===== config.mk =====
export PLATFORM = sky130hd
export DESIGN_NAME = cart_bank_ctrl
export DESIGN_NICKNAME = d
export VERILOG_FILES = /design/src/rtl/cart_bank_pkg.sv /design/src/rtl/cart_bank_regs.sv /design/src/rtl/cart_rom_map.sv /design/src/rtl/cart_ram_map.sv /design/src/rtl/cart_bank_ctrl.sv
export SDC_FILE = /design/constraint.sdc
export NUM_CORES = 1
export LEC_CHECK = 0
export ABC_AREA = 1
export BUFFER_PORTS_ARGS = -buffer_cell sky130_fd_sc_hd__buf_2
export CAP_MARGIN = 30
export CORE_UTILIZATION = 40
export DETAILED_ROUTE_END_ITERATION = 6
export PLACE_DENSITY_LB_ADDON = 0.2
export SLEW_MARGIN = 20
export SYNTH_ARGS = -nofsm -noshare
export SYNTH_HDL_FRONTEND = slang
export SYNTH_SLANG_ARGS = --single-unit

===== constraint.sdc =====
create_clock -name clk_i -period 1.35 [get_ports clk_i]
set_input_delay 0.0675 -clock clk_i [delete_from_list [all_inputs] [get_ports clk_i]]
set_output_delay 0.0675 -clock clk_i [all_outputs]
set_load 0.02 [all_outputs]

===== src/rtl/cart_bank_pkg.sv =====
package cart_bank_pkg;

  localparam int unsigned CPU_AW    = 16;
  localparam int unsigned CPU_DW    = 8;
  localparam int unsigned BANK_LO_W = 5;
  localparam int unsigned BANK_HI_W = 2;
  localparam int unsigned PAGE_W    = 13;

  typedef enum logic [1:0] {
    RAM_NONE = 2'd0,
    RAM_2K   = 2'd1,
    RAM_8K   = 2'd2,
    RAM_32K  = 2'd3
  } ram_size_e;

  typedef enum logic [2:0] {
    AR_CTL_GATE,
    AR_CTL_LO,
    AR_CTL_HI,
    AR_CTL_MODE,
    AR_XRAM,
    AR_OPEN
  } area_e;

  // decode on the top three CPU address bits (8 KiB granules)
  function automatic area_e decode_area(input logic [2:0] top);
    case (top)
      3'd0:    return AR_CTL_GATE;
      3'd1:    return AR_CTL_LO;
      3'd2:    return AR_CTL_HI;
      3'd3:    return AR_CTL_MODE;
      3'd5:    return AR_XRAM;
      default: return AR_OPEN;
    endcase
  endfunction

endpackage


===== src/rtl/cart_bank_regs.sv =====
module cart_bank_regs
  import cart_bank_pkg::*;
#(
  parameter int unsigned AW   = CPU_AW,
  parameter int unsigned DW   = CPU_DW,
  parameter int unsigned LO_W = BANK_LO_W,
  parameter int unsigned HI_W = BANK_HI_W
) (
  input  logic            clk_i,
  input  logic            rst_ni,
  input  logic            wr_i,
  input  logic [AW-1:0]   addr_i,
  input  logic [DW-1:0]   wdata_i,
  output logic            ram_en_o,
  output logic [LO_W-1:0] lo_bank_o,
  output logic [HI_W-1:0] hi_bank_o,
  output logic            mode_o
);

  localparam logic [3:0] GATE_KEY = 4'hA;

  area_e           area;
  logic            we_gate, we_lo, we_hi, we_mode;
  logic [LO_W-1:0] lo_raw, lo_next;

  assign area    = decode_area(addr_i[AW-1 -: 3]);
  assign we_gate = wr_i && (area == AR_CTL_GATE);
  assign we_lo   = wr_i && (area == AR_CTL_LO);
  assign we_hi   = wr_i && (area == AR_CTL_HI);
  assign we_mode = wr_i && (area == AR_CTL_MODE);

  assign lo_raw  = wdata_i[LO_W-1:0];
  // bank 0 is never selectable in the primary register
  assign lo_next = (lo_raw == '0) ? LO_W'(1) : lo_raw;

  always_ff @(posedge clk_i or negedge rst_ni) begin
    if (!rst_ni) begin
      ram_en_o  <= 1'b0;
      lo_bank_o <= LO_W'(1);
      hi_bank_o <= '0;
      mode_o    <= 1'b0;
    end else begin
      if (we_gate) ram_en_o  <= (wdata_i[3:0] == GATE_KEY);
      if (we_lo)   lo_bank_o <= lo_next;
      if (we_hi)   hi_bank_o <= wdata_i[HI_W-1:0];
      if (we_mode) mode_o    <= wdata_i[0];
    end
  end

  AST_LO_NONZERO: assert property (@(posedge clk_i) disable iff (!rst_ni)
    lo_bank_o != '0);
  AST_LO_ZERO_FIX: assert property (@(posedge clk_i) disable iff (!rst_ni)
    (wr_i && addr_i[AW-1 -: 3] == 3'd1 && wdata_i[LO_W-1:0] == '0) |=> lo_bank_o == LO_W'(1));
  AST_HI_LOAD: assert property (@(posedge clk_i) disable iff (!rst_ni)
    (wr_i && addr_i[AW-1 -: 3] == 3'd2) |=> hi_bank_o == $past(wdata_i[HI_W-1:0]));
  AST_MODE_LOAD: assert property (@(posedge clk_i) disable iff (!rst_ni)
    (wr_i && addr_i[AW-1 -: 3] == 3'd3) |=> mode_o == $past(wdata_i[0]));
  AST_GATE_HOLD: assert property (@(posedge clk_i) disable iff (!rst_ni)
    !(wr_i && addr_i[AW-1 -: 3] == 3'd0) |=> $stable(ram_en_o));

endmodule


===== src/rtl/cart_rom_map.sv =====
module cart_rom_map
  import cart_bank_pkg::*;
#(
  parameter int unsigned AW   = CPU_AW,
  parameter int unsigned LO_W = BANK_LO_W,
  parameter int unsigned HI_W = BANK_HI_W,
  localparam int unsigned WIN_W  = AW - 2,
  localparam int unsigned BANK_W = LO_W + HI_W,
  localparam int unsigned ROM_AW = BANK_W + WIN_W,
  localparam int unsigned SZ_W   = $clog2(BANK_W + 1)
) (
  input  logic [AW-1:0]     addr_i,
  input  logic [SZ_W-1:0]   rom_size_i,
  input  logic [LO_W-1:0]   lo_bank_i,
  input  logic [HI_W-1:0]   hi_bank_i,
  input  logic              mode_i,
  output logic [ROM_AW-1:0] rom_addr_o
);

  logic [BANK_W-1:0] bank_mask, high_bank, zero_bank, sel_bank;

  for (genvar i = 0; i < BANK_W; i++) begin : g_mask
    assign bank_mask[i] = (rom_size_i > SZ_W'(i));
  end

  assign high_bank = {hi_bank_i, lo_bank_i} & bank_mask;
  assign zero_bank = {hi_bank_i, {LO_W{1'b0}}} & bank_mask;

  always_comb begin
    if (addr_i[AW-2])  sel_bank = high_bank;
    else if (mode_i)   sel_bank = zero_bank;
    else               sel_bank = '0;
  end

  assign rom_addr_o = {sel_bank, addr_i[WIN_W-1:0]};

endmodule


===== src/rtl/cart_ram_map.sv =====
module cart_ram_map
  import cart_bank_pkg::*;
#(
  parameter int unsigned AW    = CPU_AW,
  parameter int unsigned HI_W  = BANK_HI_W,
  parameter int unsigned PG_W  = PAGE_W,
  localparam int unsigned SMALL_W = PG_W - 2,
  localparam int unsigned RAM_AW  = PG_W + HI_W
) (
  input  logic [AW-1:0]     addr_i,
  input  ram_size_e         ram_size_i,
  input  logic              ram_en_i,
  input  logic              mode_i,
  input  logic [HI_W-1:0]   hi_bank_i,
  input  logic              rd_i,
  input  logic              wr_i,
  output logic [RAM_AW-1:0] ram_addr_o,
  output logic              ram_rd_o,
  output logic              ram_we_o,
  output logic              ram_hit_o
);

  logic [PG_W-1:0] page_off;
  logic            in_area;

  assign page_off = addr_i[PG_W-1:0];
  assign in_area  = (decode_area(addr_i[AW-1 -: 3]) == AR_XRAM);

  always_comb begin
    case (ram_size_i)
      RAM_2K:  ram_addr_o = RAM_AW'(page_off[SMALL_W-1:0]);
      RAM_8K:  ram_addr_o = RAM_AW'(page_off);
      RAM_32K: ram_addr_o = mode_i ? {hi_bank_i, page_off} : RAM_AW'(page_off);
      default: ram_addr_o = '0;
    endcase
  end

  assign ram_hit_o = in_area && ram_en_i && (ram_size_i != RAM_NONE);
  assign ram_rd_o  = rd_i && ram_hit_o;
  assign ram_we_o  = wr_i && ram_hit_o;

endmodule


===== src/rtl/cart_bank_ctrl.sv =====
module cart_bank_ctrl
  import cart_bank_pkg::*;
#(
  parameter int unsigned AW   = CPU_AW,
  parameter int unsigned DW   = CPU_DW,
  parameter int unsigned LO_W = BANK_LO_W,
  parameter int unsigned HI_W = BANK_HI_W,
  parameter int unsigned PG_W = PAGE_W,
  localparam int unsigned BANK_W = LO_W + HI_W,
  localparam int unsigned ROM_AW = BANK_W + AW - 2,
  localparam int unsigned RAM_AW = PG_W + HI_W,
  localparam int unsigned SZ_W   = $clog2(BANK_W + 1)
) (
  input  logic              clk_i,
  input  logic              rst_ni,
  input  logic [AW-1:0]     addr_i,
  input  logic [DW-1:0]     wdata_i,
  input  logic              wr_i,
  input  logic              rd_i,
  input  logic [SZ_W-1:0]   rom_size_i,
  input  logic [1:0]        ram_size_i,
  input  logic [DW-1:0]     rom_rdata_i,
  input  logic [DW-1:0]     ram_rdata_i,
  output logic [ROM_AW-1:0] rom_addr_o,
  output logic              rom_rd_o,
  output logic [RAM_AW-1:0] ram_addr_o,
  output logic              ram_rd_o,
  output logic              ram_we_o,
  output logic [DW-1:0]     rdata_o
);

  localparam logic [DW-1:0] OPEN_BUS = '1;

  logic            ram_en, mode, ram_hit, rom_area;
  logic [LO_W-1:0] lo_bank;
  logic [HI_W-1:0] hi_bank;
  ram_size_e       ram_size;

  assign ram_size = ram_size_e'(ram_size_i);
  assign rom_area = ~addr_i[AW-1];

  cart_bank_regs #(.AW(AW), .DW(DW), .LO_W(LO_W), .HI_W(HI_W)) u_regs (
    .clk_i     (clk_i),
    .rst_ni    (rst_ni),
    .wr_i      (wr_i),
    .addr_i    (addr_i),
    .wdata_i   (wdata_i),
    .ram_en_o  (ram_en),
    .lo_bank_o (lo_bank),
    .hi_bank_o (hi_bank),
    .mode_o    (mode)
  );

  cart_rom_map #(.AW(AW), .LO_W(LO_W), .HI_W(HI_W)) u_rom (
    .addr_i     (addr_i),
    .rom_size_i (rom_size_i),
    .lo_bank_i  (lo_bank),
    .hi_bank_i  (hi_bank),
    .mode_i     (mode),
    .rom_addr_o (rom_addr_o)
  );

  cart_ram_map #(.AW(AW), .HI_W(HI_W), .PG_W(PG_W)) u_ram (
    .addr_i     (addr_i),
    .ram_size_i (ram_size),
    .ram_en_i   (ram_en),
    .mode_i     (mode),
    .hi_bank_i  (hi_bank),
    .rd_i       (rd_i),
    .wr_i       (wr_i),
    .ram_addr_o (ram_addr_o),
    .ram_rd_o   (ram_rd_o),
    .ram_we_o   (ram_we_o),
    .ram_hit_o  (ram_hit)
  );

  assign rom_rd_o = rd_i && rom_area;

  always_comb begin
    if (rom_area)     rdata_o = rom_rdata_i;
    else if (ram_hit) rdata_o = ram_rdata_i;
    else              rdata_o = OPEN_BUS;
  end

  AST_LOW_FLAT: assert property (@(posedge clk_i) disable iff (!rst_ni)
    (!mode && addr_i[AW-1 -: 2] == 2'b00) |-> rom_addr_o == ROM_AW'(addr_i));
  AST_GATE_CLOSED: assert property (@(posedge clk_i) disable iff (!rst_ni)
    (!ram_en && addr_i[AW-1 -: 3] == 3'd5) |-> (rdata_o == OPEN_BUS && !ram_we_o && !ram_rd_o));
  AST_NO_RAM_PART: assert property (@(posedge clk_i) disable iff (!rst_ni)
    (ram_size_i == 2'd0) |-> (!ram_we_o && !ram_rd_o));
  AST_OPEN_HOLE: assert property (@(posedge clk_i) disable iff (!rst_ni)
    (addr_i[AW-1 -: 3] == 3'd4 || addr_i[AW-1 -: 2] == 2'b11) |-> (rdata_o == OPEN_BUS && !rom_rd_o));
  AST_SMALL_WRAP: assert property (@(posedge clk_i) disable iff (!rst_ni)
    (ram_size_i == 2'd1 && ram_rd_o) |-> ram_addr_o < RAM_AW'(2048));

endmodule


### After elaboration in Yosys (flattened, before gate mapping)

Index checks and enable logic that the tools add are counted.

* $lt $le $gt $ge: 7
* eq/ne operators: 12
* mux-type cells: 8
* bitwise operators: 3
* reductions and logical operators: 13

Operator list (count)
* $pmux W15 S3: 1
* $mux W8: 2
* $mux W15: 1
* $pmux W3 S5: 1
* $and A7 B7 Y7: 2
* $mux W7: 2
* $eq A3 B2 Y1 const B: 4
* $gt A3 B3 Y1 const B: 3
* $logic_and A1 B1 Y1: 9
* $eq A3 B1 Y1 const B: 2
* $eq A3 B3 Y1 const B: 2
* $gt A3 B1 Y1 const B: 2
* $gt A3 B2 Y1 const B: 2
* $logic_not A3 Y1: 2
* $logic_not A5 Y1: 1
* $mux W5: 1
* $eq A2 B2 Y1 const B: 2
* $eq A4 B4 Y1 const B: 1
* $eq A2 B1 Y1 const B: 1
* $reduce_bool A2 Y1: 1
* $not A1 Y1: 1

* bits in registers: 9
* logic and storage cells: 47

### Longest topological paths before layout

* depth in word-level cells: 7
* depth in mapped cells: 6

### Cells and area by module

A second synthesis with hierarchy kept.

* cells, all modules: 187
* area total of the unflattened synthesis: 1033.5 sq um

By module, submodules not included
* cart_bank_regs: instances 1, cells each 58, area an instance 439.2 sq um, sequential area each 226.5 sq um
* cart_ram_map: instances 1, cells each 46, area an instance 214.0 sq um, sequential area each 0.0 sq um
* cart_rom_map: instances 1, cells each 38, area an instance 202.7 sq um, sequential area each 0.0 sq um
* cart_bank_ctrl: instances 1, cells each 45, area an instance 177.7 sq um, sequential area each 0.0 sq um

### Least setup slack after synthesis

OpenSTA, ideal clock, no wires.

* kind: reg2out
* start: register u_regs.ram_en_o
* end: output port ram_rd_o
* arrival time: 0.951 ns
* data required time: 1.283 ns
* setup slack: 0.332 ns
* stages on the path, launching flop included: 5
* path buffers: 0
* path through: dfrtp_1 -> nand2_1 -> nor2_8 -> nand2_2 -> nor2_1

* longest elaborated chain between the ends: 3

RTL lines
* start, declared: RTL line cart_bank_regs.sv:14 `output logic ram_en_o,`
* start signal, assigned: RTL line cart_bank_regs.sv:43 `if (we_gate) ram_en_o <= (wdata_i[3:0] == GATE_KEY);`
* $logic_and A1 B1 Y1 (2 in a row): RTL line cart_ram_map.sv:38 `assign ram_hit_o = in_area && ram_en_i && (ram_size_i != RAM_NONE);`
* $logic_and A1 B1 Y1: RTL line cart_ram_map.sv:39 `assign ram_rd_o = rd_i && ram_hit_o;`
* end, declared: RTL line cart_bank_ctrl.sv:27 `output logic ram_rd_o,`

No other way between the ends.

### Worst setup path after layout

* start: register u_regs.ram_en_o
* end: output port rdata_o[3]

* longest elaborated chain between the ends: 4

RTL lines
* $logic_and A1 B1 Y1 (2 in a row): RTL line cart_ram_map.sv:38
* $mux W8: RTL line cart_bank_ctrl.sv:81 `else if (ram_hit) rdata_o = ram_rdata_i;`
* $mux W8: RTL line cart_bank_ctrl.sv:80 `if (rom_area) rdata_o = rom_rdata_i;`
* end, declared: RTL line cart_bank_ctrl.sv:29 `output logic [DW-1:0] rdata_o`

No other way between the ends.

==> impl_metrics.env <==
export IMPL_rows=18
export IMPL_grt_pass1_wl_um=3387
export IMPL_vias=1209
export IMPL_synth_avg_cell_area_um2=6.219
export IMPL_dieArea_um2=2853
export IMPL_status="complete, no violations"
export IMPL_comb_power_share_pct=44.6
export IMPL_die_w_um=53.41
export IMPL_startpoint_type="flop"
export IMPL_power_density_nw_per_um2=672.8
export IMPL_hold_viol=0
export IMPL_grt_max_degree=13
export IMPL_postRouteAntennaNets=0
export IMPL_layout_min_cycle_time_ns=1.283
export IMPL_grt_use_met2_pct=28.96
export IMPL_cp_top_family="simple AND/OR/NAND/NOR gates"
export IMPL_totalWireLength_um=2481
export IMPL_holdWs_ns=0.02754
export IMPL_avgViaCountPerCell=4.302
export IMPL_maxSlewHeadroom_pct=68.75
export IMPL_fin_crit_sh_pct=95.03
export IMPL_clk_latency_ns=0.25
export IMPL_final_setup_viol_count=0
export IMPL_antenna_found_initial=0
export IMPL_ys_seq_elements=9
export IMPL_drv_slew=0
export IMPL_path_max_fanout=4
export IMPL_synth_seq_area_share_pct=21.42
export IMPL_start_util_pct=42.68
export IMPL_nNetsFinal=301
export IMPL_crit_buf_inv=2
export IMPL_syn_to_final_growth_pct=40.47
export IMPL_synth_warnings=0
export IMPL_clock_power_share_pct=20.1
export IMPL_wl_per_cell_um=8.829
export IMPL_ios=96
export IMPL_clock_sinks=9
export IMPL_grt_pass1_vias=875
export IMPL_critPathMaxStageDelay_ns=0.38
export IMPL_drv_cap=0
export IMPL_route_detailed_drc=0
export IMPL_grt_usage_pct=15.75
export IMPL_clkSlewWorstSetupHoldPaths_ns=0.06
export IMPL_rsz0062_at_grt="true"
export IMPL_cts_tree="yes"
export IMPL_grt_overflow=0
export IMPL_slowest_stage="dfrtp_1"
export IMPL_numCtsBuffers=3
export IMPL_synthCells=170
export IMPL_core_um2=2477
export IMPL_drive_gt1_share_pct=49.00
export IMPL_ir_drop_uv=600.8
export IMPL_met1_usage_pct=18.69
export IMPL_grtUsageMet3_pct=2.586
export IMPL_drtIter0Drc=2
export IMPL_crit_path_end_kind="primary output"
export IMPL_setup_ws_ns=0.06708
export IMPL_p_int_uw=606.9
export IMPL_cp_arrival_ns=1.22
export IMPL_syn_nets=219
export IMPL_placed_area_um2=1408
export IMPL_postCtsSetupRepairBufs=0
export IMPL_utilization_pct=59.95
export IMPL_leakage_nw=0.9669
export IMPL_p_switching_uw=392.4
export IMPL_diodes=0
export IMPL_max_freq_ghz=0.7795
export IMPL_worstPathRequired_ns=1.28
export IMPL_tightestPinTransition_ns=0.4687
export IMPL_swShare_pct=39.27
export IMPL_place_worst_setup_slack_ns=0.2996
export IMPL_worst_clock_skew_ns=0
export IMPL_fin_area_um2=1485
export IMPL_yosys_area_top_type="dfrtp_1"
export IMPL_holdCritPathClass="input pin to flop"
export IMPL_die_h_um=53.41
export IMPL_ys_types=24
export IMPL_synthesis_area_um2=1057
export IMPL_criticalPathCategory="flop to primary output"
export IMPL_place_gp_congestion=0.7543
export IMPL_synth_top_area_share_pct=18.93
export IMPL_dp_hpwl_um=2044
export IMPL_busiest_layer="met2"
export IMPL_cts_root_buffer="clkbuf_4"
export IMPL_p_seq_share_pct=35.3
export IMPL_dr_pass1_iters=3
export IMPL_io_buffers=92
export IMPL_synthTopCellsByArea="dfrtp_1 (19%), inv_1 (14%), nand2_1 (12%)"
export IMPL_ctsLongestPathBuffers=2
export IMPL_cp_cell_sequence="nand2_4 > nor2_4 > nand3_1 > nand2_1 > inv_1 > buf_2"
export IMPL_cts_max_level=1
export IMPL_finalSetupTns_ns=0
[power groups by stage]
stage / clock network, mW / logic (mW) / registers [mW]
after floorplan: 0 / 0.309 / 0.347
after global placement: 0 / 0.434 / 0.357
after detailed placement: 0 / 0.439 / 0.357
after CTS: 0.208 / 0.442 / 0.353
after global routing: 0.223 / 0.498 / 0.360
final: 0.201 / 0.446 / 0.353
[Yosys cell counts]
library cell and n:
inv_1 39, nand2_1 34, buf_4 14, nor2_1 13, nand3_1 12, nor2_2 12, or2_1 9, dfrtp_1 8
o21ai_0 6, nand2_2 3, o21ai_1 3, a21oi_1 2, buf_6 2, inv_4 2, nor3_1 2, buf_12 1
dfstp_2 1, inv_2 1, nand2_4 1, nand4_1 1, nand4_2 1, nor2_4 1, nor2_8 1, o211ai_1 1
[path summary, 6_finish.rpt]
check | to | cells past startpoint | startpoint | slack, ns
setup / recovery | rdata_o[3] | 6 | u_regs.ram_en_o | 0.07
hold / removal | u_regs.lo_bank_o[4] | 3 | wdata_i[4] | 0.03
setup reg to reg | u_regs.lo_bank_o[0] | 4 | u_regs.lo_bank_o[0] | 0.59
hold reg to reg | u_regs.lo_bank_o[1] | 2 | u_regs.lo_bank_o[1] | 0.49
max in group asynchronous | u_regs.lo_bank_o[0] | 2 | rst_ni | 0.92
min in group asynchronous | u_regs.ram_en_o | 2 | rst_ni | 0.19
[worst register-to-register path: stages, from the launching register on]
cell and delay [ns]:
dfstp_2 0.53, inv_1 0.04, nand2_1 0.05, nand2_1 0.05, nand2_1 0.05
[final cells by class]
cell class              instances  area (µm²)
well taps                      30       37.54
multi-input cells             103       551.8
flip-flops and latches          9       226.5
clock buffers                   4       26.28
repair buffers                 93       480.5
inverters                      42       162.7
fillers                       269       992.2
[per-stage QoR]
stage	cells	total power, mW
final	281	0.9993
after global routing	281	1.082
after CTS	280	1.003
after detailed placement	275	0.7960
after global placement	275	0.7905
after floorplan	170	0.6558
[cells by family after synthesis]
group	count (synthesis)	synth area share, %
simple gates	90	43.31
buf+inv	59	29.35
compound gates	12	5.917
flops	9	21.42
[state kept, by name (all words and copies together), names as in the netlist]
signal            count
u_regs.lo_bank_o      5
u_regs.hi_bank_o      2
u_regs.mode_o         1
u_regs.ram_en_o       1
[cell usage in the layout (no fill, tap or decap)]
| cell | synthesis | routed |
|---|---|---|
| or2_1 | 9 | 9 |
| inv_4 | 2 | 2 |
| o21ai_1 | 3 | 3 |
| dlygate4sd3_1 | 0 | 1 |
| nor2_1 | 13 | 13 |
| buf_4 | 14 | 4 |
| clkbuf_4 | 0 | 3 |
| nand2_4 | 1 | 2 |
| nand2_2 | 3 | 4 |
| dfstp_2 | 1 | 1 |
| a21oi_1 | 2 | 2 |
| o21ai_0 | 6 | 6 |
| nor2_2 | 12 | 12 |
| nor2_8 | 1 | 1 |
| nand3_1 | 12 | 10 |
| nor2_4 | 1 | 2 |
| nand2_1 | 34 | 32 |
| nor3_1 | 2 | 2 |
| nand4_2 | 1 | 1 |
| nand4_1 | 1 | 1 |
| dfrtp_1 | 8 | 8 |
| o211ai_1 | 1 | 1 |
| clkbuf_1 | 0 | 1 |
| inv_2 | 1 | 1 |
| buf_2 | 0 | 88 |
| inv_1 | 39 | 39 |
| nand3_2 | 0 | 2 |
[metal layers]
metal	up-vias	share of wire (%)
li1	646	-
met1	515	43
met2	48	48
met3	0	9.0
met4	0	0
met5	-	0
[repair_timing]
item / in CTS / in global routing
endpoints found under the setup margin: 0 / 10
endpoints found under the hold margin: 9 / 0
hold buffers: 1 / 0
resized for setup: 0 / 9
Note: power is estimated with default switching activity, not from simulation.
